$ cat src/rtl/icap_pkg.sv
package icap_pkg;

  localparam int CFG_W = 10;

  typedef enum logic [1:0] {
    MODE_OFF        = 2'b00,
    MODE_GATED      = 2'b01,
    MODE_FREE       = 2'b10,
    MODE_UNTIL_STOP = 2'b11
  } icMode_e;

  typedef enum logic [1:0] {
    EDGE_NONE = 2'b00,
    EDGE_RISE = 2'b01,
    EDGE_FALL = 2'b10,
    EDGE_ANY  = 2'b11
  } edgeSel_e;

  // strobes handed from control to datapath
  typedef struct packed {
    logic inc;
    logic clr;
    logic startHit;
    logic stopHit;
    logic latch;
    logic startIrqEn;
    logic stopIrqEn;
  } ctrlStrobe_t;

  function automatic logic edgeMatch(edgeSel_e sel, logic prevV, logic curV);
    logic rise;
    logic fall;
    rise = curV & ~prevV;
    fall = prevV & ~curV;
    case (sel)
      EDGE_RISE: edgeMatch = rise;
      EDGE_FALL: edgeMatch = fall;
      EDGE_ANY:  edgeMatch = rise | fall;
      default:   edgeMatch = 1'b0;
    endcase
  endfunction

endpackage

$ cat src/rtl/icap_ctrl.sv
module icap_ctrl
  import icap_pkg::*;
#(
  parameter int SYNC_STAGES = 2
) (
  input  logic              clk,
  input  logic              rstN,
  input  logic              tick,
  input  logic              startPin,
  input  logic              stopPin,
  input  logic              cfgWe,
  input  logic [CFG_W-1:0]  cfgData,
  input  logic              ctrReset,
  output ctrlStrobe_t       strb
);

  localparam int NUM_PINS = 2;

  logic [NUM_PINS-1:0] pinVec;
  logic [NUM_PINS-1:0] syncOut;
  logic [NUM_PINS-1:0] prevSample;

  assign pinVec = {stopPin, startPin};

  genvar gi;
  generate
    for (gi = 0; gi < NUM_PINS; gi++) begin : g_sync
      logic [SYNC_STAGES-1:0] chain;
      always_ff @(posedge clk or negedge rstN) begin
        if (!rstN) chain <= '0;
        else       chain <= {chain[SYNC_STAGES-2:0], pinVec[gi]};
      end
      assign syncOut[gi] = chain[SYNC_STAGES-1];
    end
  endgenerate

  // previous sample advances only on tick cycles
  always_ff @(posedge clk or negedge rstN) begin
    if (!rstN)     prevSample <= '0;
    else if (tick) prevSample <= syncOut;
  end

  // configuration fields
  icMode_e  mode;
  edgeSel_e startSel;
  edgeSel_e stopSel;
  logic     startIrqEn, stopIrqEn, startLatchEn, stopLatchEn;

  always_ff @(posedge clk or negedge rstN) begin
    if (!rstN) begin
      mode         <= MODE_OFF;
      startSel     <= EDGE_NONE;
      stopSel      <= EDGE_NONE;
      startIrqEn   <= 1'b0;
      stopIrqEn    <= 1'b0;
      startLatchEn <= 1'b0;
      stopLatchEn  <= 1'b0;
    end else if (cfgWe) begin
      mode         <= icMode_e'(cfgData[1:0]);
      startSel     <= edgeSel_e'(cfgData[3:2]);
      stopSel      <= edgeSel_e'(cfgData[5:4]);
      startIrqEn   <= cfgData[6];
      stopIrqEn    <= cfgData[7];
      startLatchEn <= cfgData[8];
      stopLatchEn  <= cfgData[9];
    end
  end

  logic active;
  logic startHit, stopHit;

  assign active   = tick && (mode != MODE_OFF);
  assign startHit = active && edgeMatch(startSel, prevSample[0], syncOut[0]);
  assign stopHit  = active && edgeMatch(stopSel,  prevSample[1], syncOut[1]);

  // run flag for the gated and run-until-stop modes
  logic runFlag;

  always_ff @(posedge clk or negedge rstN) begin
    if (!rstN) begin
      runFlag <= 1'b0;
    end else if (cfgWe) begin
      runFlag <= (icMode_e'(cfgData[1:0]) == MODE_UNTIL_STOP);
    end else begin
      case (mode)
        MODE_GATED: begin
          if (stopHit)       runFlag <= 1'b0;
          else if (startHit) runFlag <= 1'b1;
        end
        MODE_UNTIL_STOP: begin
          if (stopHit) runFlag <= 1'b0;
        end
        default: runFlag <= 1'b0;
      endcase
    end
  end

  logic incNow;
  always_comb begin
    case (mode)
      MODE_FREE:                   incNow = tick;
      MODE_GATED, MODE_UNTIL_STOP: incNow = tick && runFlag && !stopHit;
      default:                     incNow = 1'b0;
    endcase
  end

  assign strb.inc        = incNow;
  assign strb.clr        = ctrReset;
  assign strb.startHit   = startHit;
  assign strb.stopHit    = stopHit;
  assign strb.latch      = (startHit && startLatchEn) || (stopHit && stopLatchEn);
  assign strb.startIrqEn = startIrqEn;
  assign strb.stopIrqEn  = stopIrqEn;

  // a stop detection in gated mode leaves the run flag cleared
  p_stop_halts_r4: assert property (@(posedge clk) disable iff (!rstN)
    (mode == MODE_GATED) && stopHit && !cfgWe |=> !runFlag);

  // once halted in run-until-stop mode, only a config write restarts it
  p_stay_halted_r6: assert property (@(posedge clk) disable iff (!rstN)
    (mode == MODE_UNTIL_STOP) && !runFlag && !cfgWe |=> !runFlag);

  // the disabled mode never produces an increment
  p_off_idle_r12: assert property (@(posedge clk) disable iff (!rstN)
    (mode == MODE_OFF) |-> !strb.inc && !strb.latch);

endmodule

$ cat src/rtl/icap_dpath.sv
module icap_dpath
  import icap_pkg::*;
#(
  parameter int CNT_W = 16
) (
  input  logic               clk,
  input  logic               rstN,
  input  ctrlStrobe_t        strb,
  input  logic               statRd,
  input  logic               lsbRd,
  output logic [CNT_W-1:0]   count,
  output logic [CNT_W/2-1:0] capLo,
  output logic [CNT_W/2-1:0] capHi,
  output logic [2:0]         status,
  output logic               irq
);

  localparam int HALF = CNT_W / 2;
  localparam logic [CNT_W-1:0] ONE  = {{(CNT_W-1){1'b0}}, 1'b1};
  localparam logic [CNT_W-1:0] FULL = {CNT_W{1'b1}};

  logic [CNT_W-1:0] capReg;
  logic [HALF-1:0]  holdHi;
  logic             wrapNow;

  assign wrapNow = strb.inc && !strb.clr && (count == FULL);

  always_ff @(posedge clk or negedge rstN) begin
    if (!rstN)         count <= '0;
    else if (strb.clr) count <= '0;
    else if (strb.inc) count <= count + ONE;
  end

  // capture takes the value before this tick's increment
  always_ff @(posedge clk or negedge rstN) begin
    if (!rstN)           capReg <= '0;
    else if (strb.latch) capReg <= count;
  end

  always_ff @(posedge clk or negedge rstN) begin
    if (!rstN)      holdHi <= '0;
    else if (lsbRd) holdHi <= capReg[CNT_W-1:HALF];
  end

  logic [2:0] setBits;
  assign setBits = {wrapNow, strb.stopHit, strb.startHit};

  always_ff @(posedge clk or negedge rstN) begin
    if (!rstN) status <= '0;
    else       status <= setBits | (statRd ? 3'b000 : status);
  end

  assign irq   = (status[0] && strb.startIrqEn) || (status[1] && strb.stopIrqEn);
  assign capLo = capReg[HALF-1:0];
  assign capHi = holdHi;

  // an increment strobe advances the count by exactly one
  p_inc_one_r1: assert property (@(posedge clk) disable iff (!rstN)
    strb.inc && !strb.clr |=> count == $past(count) + ONE);

  // with no increment and no clear the count holds
  p_hold_count_r1: assert property (@(posedge clk) disable iff (!rstN)
    !strb.inc && !strb.clr |=> $stable(count));

  // wrap-around raises the overflow flag
  p_ovf_flag_r8: assert property (@(posedge clk) disable iff (!rstN)
    strb.inc && !strb.clr && (count == FULL) |=> status[2] && (count == '0));

  // the held high byte moves only on a low-byte read
  p_hold_stable_r9: assert property (@(posedge clk) disable iff (!rstN)
    !lsbRd |=> $stable(capHi));

  // a read with nothing new arriving empties the status
  p_stat_clear_r10: assert property (@(posedge clk) disable iff (!rstN)
    statRd && !strb.startHit && !strb.stopHit && !wrapNow |=> status == 3'b000);

endmodule

$ cat src/rtl/icap_channel.sv
module icap_channel
  import icap_pkg::*;
#(
  parameter int CNT_W       = 16,
  parameter int SYNC_STAGES = 2
) (
  input  logic               clk,
  input  logic               rstN,
  input  logic               tick,
  input  logic               startPin,
  input  logic               stopPin,
  input  logic               cfgWe,
  input  logic [CFG_W-1:0]   cfgData,
  input  logic               ctrReset,
  input  logic               statRd,
  input  logic               lsbRd,
  output logic [CNT_W-1:0]   count,
  output logic [CNT_W/2-1:0] capLo,
  output logic [CNT_W/2-1:0] capHi,
  output logic [2:0]         status,
  output logic               irq
);

  ctrlStrobe_t strb;

  icap_ctrl #(.SYNC_STAGES(SYNC_STAGES)) u_ctrl (
    .clk      (clk),
    .rstN     (rstN),
    .tick     (tick),
    .startPin (startPin),
    .stopPin  (stopPin),
    .cfgWe    (cfgWe),
    .cfgData  (cfgData),
    .ctrReset (ctrReset),
    .strb     (strb)
  );

  icap_dpath #(.CNT_W(CNT_W)) u_dpath (
    .clk    (clk),
    .rstN   (rstN),
    .strb   (strb),
    .statRd (statRd),
    .lsbRd  (lsbRd),
    .count  (count),
    .capLo  (capLo),
    .capHi  (capHi),
    .status (status),
    .irq    (irq)
  );

  // overflow alone never asks for an interrupt
  p_no_ovf_irq_r8: assert property (@(posedge clk) disable iff (!rstN)
    (status[1:0] == 2'b00) |-> !irq);

endmodule

$ cat config.mk
export PLATFORM = sky130hd
export DESIGN_NAME = icap_channel
export DESIGN_NICKNAME = d
export VERILOG_FILES = /design/src/rtl/icap_pkg.sv /design/src/rtl/icap_ctrl.sv /design/src/rtl/icap_dpath.sv /design/src/rtl/icap_channel.sv
export SDC_FILE = /design/constraint.sdc
export NUM_CORES = 1
export LEC_CHECK = 0
export ABC_AREA = 1
export BUFFER_PORTS_ARGS = -buffer_cell sky130_fd_sc_hd__buf_2
export CAP_MARGIN = 10
export CORE_MARGIN = 5
export CORE_UTILIZATION = 35
export CTS_CLUSTER_DIAMETER = 50
export CTS_CLUSTER_SIZE = 20
export DETAILED_ROUTE_END_ITERATION = 8
export GPL_ROUTABILITY_DRIVEN = 1
export GPL_TIMING_DRIVEN = 0
export HOLD_SLACK_MARGIN = 0.06
export PLACE_DENSITY = 0.61
export SLEW_MARGIN = 20
export SYNTH_ARGS = -nofsm -noshare
export SYNTH_HDL_FRONTEND = slang
export SYNTH_SLANG_ARGS = --single-unit
$ cat constraint.sdc
create_clock -name clk -period 3.2 [get_ports clk]
set_input_delay 0.8 -clock clk [delete_from_list [all_inputs] [get_ports clk]]
set_output_delay 0.8 -clock clk [all_outputs]
set_load 0.01 [all_outputs]
-- Word-level counts from Yosys, hierarchy flattened
Index checks and enable logic that the tools add are counted.
- register bits: 60
- bits in read-only memories: 0
- memories kept: 0
- memory bits (writable): 0
- latch bits: 0
- output and inout bits: 36
- logic and storage cells: 70
- bits of input ports: 19
- reduce and logical (&&, ||, !) cells: 19
- divide/modulo/power cells: 0
- shift operators: 0
- bitwise operators: 11
- magnitude comparators: 0
- eq/ne operators: 13
- multipliers: 0
- $add $sub $neg: 1
- multiplexer cells: 11
- operator list (kind ; number):
    2-to-1 mux 16 bit ; 2
    adder 16 x 1 -> 16 bit, second input constant ; 1
    == test 16 bit, second input constant ; 1
    == test 2 bit, second input constant ; 7
    logical AND 1 bit ; 11
    == test 2 x 1 -> 1 bit, second input constant ; 3
    case mux 1 bit (3 select lines) ; 2
    bitwise AND 1 bit ; 4
    2-to-1 mux 1 bit ; 4
    != test 4 x 2 -> 1 bit, second input constant ; 1
    inverter 1 bit ; 4
    case mux 1 bit (2 select lines) ; 2
    nonzero test 2 bit ; 2
    2-to-1 mux 3 bit ; 1
    != test 3 x 2 -> 1 bit, second input constant ; 1
    bitwise OR 3 bit ; 1
    logical NOT 1 bit ; 2
    logical OR 1 bit ; 2
    bitwise OR 1 bit ; 2
    AND reduction 2 bit ; 1
    OR reduction 2 bit ; 1

-- Depth between registers and ports, before layout
Gate-level depths: netlist of the first run.
- depth after elaboration: 11
- depth in mapped cells: 11
- gate-level depth less buffers: 10

-- Cells and area by module
A second synthesis of the first run with hierarchy kept.
- cell total of the unflattened synthesis: 316
- area, all modules: 2783.9 um^2
- modules (own cells, without submodules) (module ; instances ; cells each ; sequential area each (um^2) ; area each (um^2)):
    icap_dpath ; 1 ; 218 ; 1076.0 ; 1944.4
    icap_ctrl ; 1 ; 98 ; 425.4 ; 839.6

-- Worst setup path before layout of the first run
OpenSTA, ideal clock, no wires.
- path kind: input-to-reg
- from: in tick
- to: reg u_dpath.count[4]
- buffers on the path: 1
- stages on the path: 8
- data arrival time: 1464 ps
- setup slack: 1618 ps
- cells stage by stage: o21ai_2 -> nor2_2 -> nand2_2 -> nand3_2 -> nand3_2 -> buf_4 -> nand2_1 -> nand2_1
- cells in the longest elaborated chain, start to end: 6
- RTL lines (what ; RTL line ; text):
    start: declaration ; icap_channel.sv:9 ; input logic tick,
    logical AND 1 bit ; icap_ctrl.sv:72 ; assign active = tick && (mode != MODE_OFF);
    logical AND 1 bit ; icap_ctrl.sv:74 ; assign stopHit = active && edgeMatch(stopSel, prevSample[1], syncOut[1]);
    logical NOT 1 bit ; icap_ctrl.sv:102 ; MODE_GATED, MODE_UNTIL_STOP: incNow = tick && runFlag && !stopHit;
    logical AND 1 bit ; icap_ctrl.sv:102 ;
    case mux 1 bit (2 select lines) * ; icap_ctrl.sv:100 ; case (mode)
    nonzero test 2 bit (no line) * ; - ;
    end signal: assignment ; icap_dpath.sv:31 ; else if (strb.inc) count <= count + ONE;
    end: declaration ; icap_dpath.sv:11 ; output logic [CNT_W-1:0] count,
Every way passes the cells marked *; elsewhere a longest branch is shown, timed or not.
A chain may end at the register's enable or synchronous reset.

-- Worst setup path in the final report of the first run
- from: reg u_dpath.status[1]
- to: out irq
- cells in the longest elaborated chain, start to end: 2
- RTL lines (what ; RTL line ; text):
    start: declaration ; icap_dpath.sv:14 ; output logic [2:0] status,
    start signal: assignment ; icap_dpath.sv:50 ; else status <= setBits | (statRd ? 3'b000 : status);
    logical AND 1 bit ; icap_dpath.sv:53 ; assign irq = (status[0] && strb.startIrqEn) || (status[1] && strb.stopIrqEn);
    logical OR 1 bit ; icap_dpath.sv:53 ;
    end: declaration ; icap_channel.sv:21 ; output logic irq
Every way passes these cells.

==> key figures, run 1 <==
Routing
  – Vias per inst: 4.68
  – Vias post-DR: 2489
  – Final WL: 6.67 mm
  – Router iterations before antenna repair: 4
  – DRC: 0
  – WL per Instance: 12.5 um
  – DRT iter0 DRCs: 115
  – Routed Antenna Nets: 0

CTS
  – Clock tree buffer depth: 2
  – CTS tree: built
  – CTS hold repair buffers: 0
  – Clk_lat worst skew: 330 ps
  – CTS HTree Levels: 3
  – TritonCTS Buffers: 9
  – Clk root buf: clkbuf_8
  – Post-cts resize count: 0
  – Post-CTS Setup Bufs: 0
  – Clock slew at reported path FFs: 70 ps
  – Clock sinks: 60

Setup path
  – Launching point of the worst reg2reg path: u_ctrl.g_sync[1].chain[1]
  – Crit path DAT: 1040 ps
  – Worst Setup End Kind: primary output
  – Worst endpoint required time: 2400 ps
  – CP Max Fanout: 2
  – Crit path from: u_dpath.status[1]
  – Startpoint Class: register
  – Setup CP Type: register to primary output

Timing
  – Worst Max-Slew Pin Slew: 749 ps
  – Final hold vios: 0
  – Shortest period the worst path allows: 1840 ps
  – Fmax: 544 MHz
  – Tcrit/Tclk final: 57.5%
  – Worst Skew: 10.3 ps
  – Final Setup Violations: 0
  – Unrepaired setup endpoints after global routing: no
  – Slew HR: 50.1%
  – Setup TNS: 0 ps
  – Final Max Tran Viols: 0
  – Worst Setup Slack, final: 1360 ps

GRT
  – Initial antenna violation count: 0
  – Via count of the first global-routing pass: 2468
  – GR Util All Layers: 14.0%
  – Largest net degree at the start of global routing: 61
  – Gr ovfl total: 0
  – First-pass GRT wire length: 11.4 mm

Placement
  – PortBufs: 52
  – GP Congestion: 0.852
  – Pre-CTS WS: 1220 ps
  – Hpwl dp: 4.82 mm

Run status
  – Status: complete, no violations

Pwr
  – PwrDens: 519 mW/mm^2
  – Peak supply drop: 0.239 mV
  – P_leak: 1.82 nW

Floorplanning
  – Core footprint: 0.00818 mm^2
  – Top Ports: 55
  – Initial core utilization: 35.7%
  – Die extent in y: 101 um
  – Die Width: 101 um
  – Die area: 0.0103 mm^2
  – FP Rows: 33

Job
  – Max-cap viol count: 0

Logic synthesis
  – FFs w/ async S/R, synth: 100%
  – Ys flop type: dfrtp_1
  – Synth Register Bits: 60
  – Mapped Area: 0.00292 mm^2
  – Distinct cells, synth: 25
  – Number of flops mapped to enable cells by yosys: 0
  – Mean post-synth cell area: 8.13 um^2
  – Synth warn: 0
  – Mapped Cells: 359
  – Sequential element share of the synthesized area: 51.4%
  – Syn nets: 383

Final layout
  – Final net count: 446
  – Layout area overhead: 22.1%
  – Fillers: 838
  – Share of cells above drive strength 1: 20.1%
  – N_diodes: 0

Min path
  – Worst Hold Class: register to register
  – Hold_sp: u_ctrl.g_sync[1].chain[0]
[worst max-delay path: stages (launching register included)]
cell	delay, ps
dfrtp_1	350
inv_1	60
o22ai_1	160
buf_2	150
[path summary, 6_finish.rpt]
| path | to | slack, ps | cells after the start |
|---|---|---|---|
| setup / recovery | irq | 1360 | 3 |
| hold reg to reg | u_ctrl.g_sync[1].chain[1] | 350 | 0 |
| max in group asynchronous | u_dpath.count[9] | 2160 | 1 |
| hold / removal | u_ctrl.g_sync[1].chain[1] | 350 | 0 |
| setup reg to reg | u_dpath.count[3] | 1510 | 11 |
| min in group asynchronous | u_ctrl.g_sync[0].chain[0] | 530 | 1 |
[flip-flops by register name, summed over array words and instances (netlist names)]
signal               count
u_ctrl.mode              2
u_ctrl.startIrqEn        1
u_ctrl.stopLatchEn       1
u_ctrl.startLatchEn      1
u_dpath.count           16
u_ctrl.stopSel           2
u_ctrl.startSel          2
u_ctrl.g_sync.chain      4
u_ctrl.prevSample        2
u_dpath.capReg          16
u_dpath.status           3
u_ctrl.runFlag           1
u_dpath.capHi            8
u_ctrl.stopIrqEn         1
[cell type report]
class / instances / area, um^2 / share of cell area [%]
well taps: 105 / 131 / 3.69
clock buffers: 12 / 155 / 4.35
repair buffers: 52 / 263 / 7.37
clock inverters: 4 / 95.1 / 2.67
plain buffers: 21 / 125 / 3.51
inverters: 39 / 146 / 4.11
flip-flops and latches: 60 / 1500 / 42.1
multi-input cells: 239 / 1150 / 32.2
[routing by layer]
metal  up-vias  global-route usage (%)  share of wire, %  wire, um
met5         -                       0                 0         0
met4         0                    6.03               1.9       127
met3        10                    3.17               5.2       349
met2        58                    22.6                46      3070
met1      1150                    18.0                47      3120
li1       1271                       -                 -         -
[cell usage in the layout (no fill, tap or decap), types with 8 or more instances in the layout]
| master | n |
|---|---|
| clkbuf_1 | 8 |
| clkbuf_8 | 11 |
| a21oi_1 | 10 |
| nand2_1 | 102 |
| nand3_1 | 17 |
| nor2_1 | 37 |
| o21ai_0 | 26 |
| nand4_1 | 21 |
| inv_1 | 39 |
| dfrtp_1 | 60 |
| buf_4 | 13 |
| buf_2 | 52 |
[cell usage after synthesis, types with 2 or more instances]
library cell  instances  area, um^2
clkbuf_1              7        26.3
dfrtp_1              60        1500
o21ai_0              26         130
nand3_2               2        20.0
nand2_1             102         383
buf_4                12        90.1
nor2_1               37         139
o21ai_2               2        17.5
xor2_1                6        52.6
ha_1                  5        62.6
nand3_1              17        85.1
inv_1                39         146
nand4_1              21         131
o21bai_1              3        22.5
a21oi_1              10        50.1
[where the power goes]
part | switching (W) | internal, W | total, W | leakage [nW]
sequential | 0.0000250 | 0.000803 | 0.000828 | 0.791
clock | 0.000283 | 0.000559 | 0.000842 | 0.127
combinational | 0.000111 | 0.0000685 | 0.000180 | 0.902
[kinds of logic (layout without fill, tap and decap cells)]
family | Yosys count | in the layout | synth area share, %
fa+ha+maj | 5 | 5 | 2.14
buf+inv | 60 | 128 | 9.30
flops | 60 | 60 | 51.4
xor+xnor | 7 | 7 | 2.10
compound gates | 45 | 45 | 8.44
simple gates | 182 | 182 | 26.6
[stage by stage]
stage,hold WS [ps],util [%],power [W],std cells,cell area (um^2)
2_1_floorplan,331,-,0.000946,359,2920
3_3_place_gp,332,40.5,0.00102,516,3310
3_5_place_dp,338,40.5,0.00103,516,3310
4_1_cts,355,43.6,0.00188,532,3560
5_1_grt,370,43.6,0.00194,532,3560
6_report,353,43.6,0.00185,532,3560
No activity file was read; power rests on OpenSTA's default activity.
==> inputs of run 2 (changes only) <==
- PLACE_DENSITY: 0.61 -> 0.63
- clock period: 3.2 -> 1.53 ns (I/O delays scaled with it)
==> key figures, run 2 (synthesized netlist as in run 1, its figures left out) <==
Timing
  – Final hold vios: 0 (unchanged)
  – Unrepaired setup endpoints after global routing: yes (was no)
  – Setup TNS: -1310 ps (was 0 ps)
  – Final Max Tran Viols: 0 (unchanged)
  – Worst Max-Slew Pin Slew: 745 ps (was 749 ps)
  – Final hold slack: 98.3 ps (was 353 ps)
  – Fmax: 620 MHz
  – Worst Setup Slack, final: -82.6 ps (was 1360 ps)
  – Slew HR: 50.3% (was 50.1%)
  – Tcrit/Tclk final: 105%
  – Shortest period the worst path allows: 1610 ps
  – Worst Skew: 7.82 ps (was 10.3 ps)
  – Final Setup Violations: 28 (was 0)

Setup path
  – Crit path DAT: 1880 ps (was 1040 ps)
  – Startpoint Class: register (unchanged)
  – CP Max Fanout: 6 (was 2)
  – Setup CP Type: register to register (was register to primary output)
  – Worst Setup End Kind: register (was primary output)
  – Worst endpoint required time: 1790 ps (was 2400 ps)
  – R2R cell count: 8 (was 11)

Final layout
  – Share of cells above drive strength 1: 31.5% (was 20.1%)
  – Layout area overhead: 30.4% (was 22.1%)
  – Final net count: 457 (was 446)
  – N_diodes: 0 (unchanged)
  – Commonest cells after routing, fill and taps aside: nand2_1 (77), dfrtp_1 (55), buf_2 (51) (was nand2_1 (102), dfrtp_1 (60), buf_2 (52))
  – Cell area after layout: 0.00381 mm^2 (was 0.00356 mm^2)
  – Non-Filler Instances: 543 (was 532)
  – Commonest non-fill, non-tap cell in the layout: nand2_1 (unchanged)

Pwr
  – PwrDens: 990 mW/mm^2 (was 519 mW/mm^2)
  – P_leak: 1.90 nW (was 1.82 nW)
  – Peak supply drop: 0.400 mV (was 0.239 mV)

CTS
  – Clock sinks: 60 (unchanged)
  – Clk root buf: clkbuf_8 (unchanged)
  – CTS HTree Levels: 3 (unchanged)
  – Clk_lat worst skew: 340 ps (was 330 ps)
  – Clock tree buffer depth: 2 (unchanged)
  – CTS tree: built (unchanged)
  – CTS hold repair buffers: 0 (unchanged)
  – TritonCTS Buffers: 9 (unchanged)
  – Clock slew at reported path FFs: 70 ps (about the same)

Floorplanning
  – FP Rows: 33 (unchanged)
  – Die extent in y: 101 um (unchanged)
  – Die Width: 101 um (unchanged)
  – Core footprint: 0.00818 mm^2 (unchanged)
  – Top Ports: 55 (unchanged)
  – Die area: 0.0103 mm^2 (unchanged)
  – Initial core utilization: 35.7% (unchanged)

Routing
  – Final WL: 7.00 mm (was 6.67 mm)
  – Vias post-DR: 2568 (was 2489)
  – DRT iter0 DRCs: 156 (was 115)
  – Router iterations before antenna repair: 4 (unchanged)
  – Routed Antenna Nets: 0 (unchanged)
  – Vias per inst: 4.73 (was 4.68)
  – DRC: 0 (unchanged)
  – WL per Instance: 12.9 um (was 12.5 um)

GRT
  – Largest net degree at the start of global routing: 61 (unchanged)
  – Gr ovfl total: 0 (unchanged)
  – First-pass GRT wire length: 11.6 mm (was 11.4 mm)
  – GR Util All Layers: 14.4% (was 14.0%)
  – Via count of the first global-routing pass: 2463 (was 2468)
  – Initial antenna violation count: 0 (unchanged)

Placement
  – Hpwl dp: 4.84 mm (was 4.82 mm)
  – Placed cells: 516 (unchanged)
  – PortBufs: 52 (unchanged)
  – GP Congestion: 0.884 (was 0.852)
  – Pre-CTS WS: -160 ps (was 1220 ps)
  – Area post-placement: 0.00331 mm^2 (unchanged)

Run status
  – Status: complete, but fails checks (was complete, no violations)
  – Failing checks: setup timing

Job
  – Max-cap viol count: 0 (unchanged)

Min path
  – Worst Hold Class: primary input to asynchronous set/reset pin (was register to register)
run 2: changes by cell type in the layout (fill, tap and decap cells not counted), sizes merged:
cell / before / now
bufinv: 3 / 2
buf: 66 / 77
clkinvlp: 0 / 1
run 2: path summary, 6_finish.rpt:
path / startpoint / end / slack, ps
setup / recovery: u_ctrl.g_sync[0].chain[1] / u_dpath.capReg[1] / -80
hold reg to reg: u_ctrl.g_sync[1].chain[0] / u_ctrl.g_sync[1].chain[1] / 350
min in group clk: startPin / u_ctrl.g_sync[0].chain[0] / 140
max in group asynchronous: rstN / u_dpath.count[4] / 890
hold / removal: rstN / u_ctrl.g_sync[0].chain[1] / 100
setup reg to reg: u_ctrl.g_sync[0].chain[1] / u_dpath.capReg[1] / -80
run 2: metrics by stage:
| stage | util, % | power (W) |
|---|---|---|
| 2_1_floorplan | - | 0.00198 |
| 3_3_place_gp | 40.5 | 0.00213 |
| 3_5_place_dp | 40.5 | 0.00215 |
| 4_1_cts | 45.0 | 0.00377 |
| 5_1_grt | 46.6 | 0.00394 |
| 6_report | 46.6 | 0.00377 |
run 2: power by group:
group | internal, W | total [W] | leakage [nW] | switching [W]
registers | 0.00168 | 0.00173 | 0.783 | 0.0000527
logic | 0.000192 | 0.000467 | 1.02 | 0.000275
clock network | 0.000960 | 0.00157 | 0.107 | 0.000609
total | 0.00283 | 0.00377 | 1.90 | 0.000937
run 2: worst max-delay path, stage by stage (launching register included):
cell and delay, ps:
dfrtp_1 370, inv_1 50, ha_1 260, o211ai_1 250, nand3_2 140, o21ai_4 150
buf_6 190, nand2_2 50, o21ai_1 70
run 2: layout make-up:
class / instances / area, um^2
inverter: 39 / 146
sequential: 60 / 1510
multi-input combinational: 239 / 1290
clock buffer: 12 / 145
fill: 819 / 4370
clock inverter: 4 / 72.6
tap: 105 / 131
timing repair buffer: 63 / 368
buffer: 21 / 148
run 2: layer usage:
| layer | part of all wire, % | global-route usage, % |
|---|---|---|
| met2 | 49 | 23.7 |
| met1 | 45 | 18.0 |
| met3 | 5.3 | 4.27 |
| met5 | 0 | 0 |
| met4 | 1.3 | 5.32 |
run 2: repair_timing:
action                                  4_1_cts  5_1_grt
pin swaps                                     7        8
endpoints found under the setup margin       33       33
setup buffers                                 4        4
resized for setup                            45       34
cloned                                        3        0
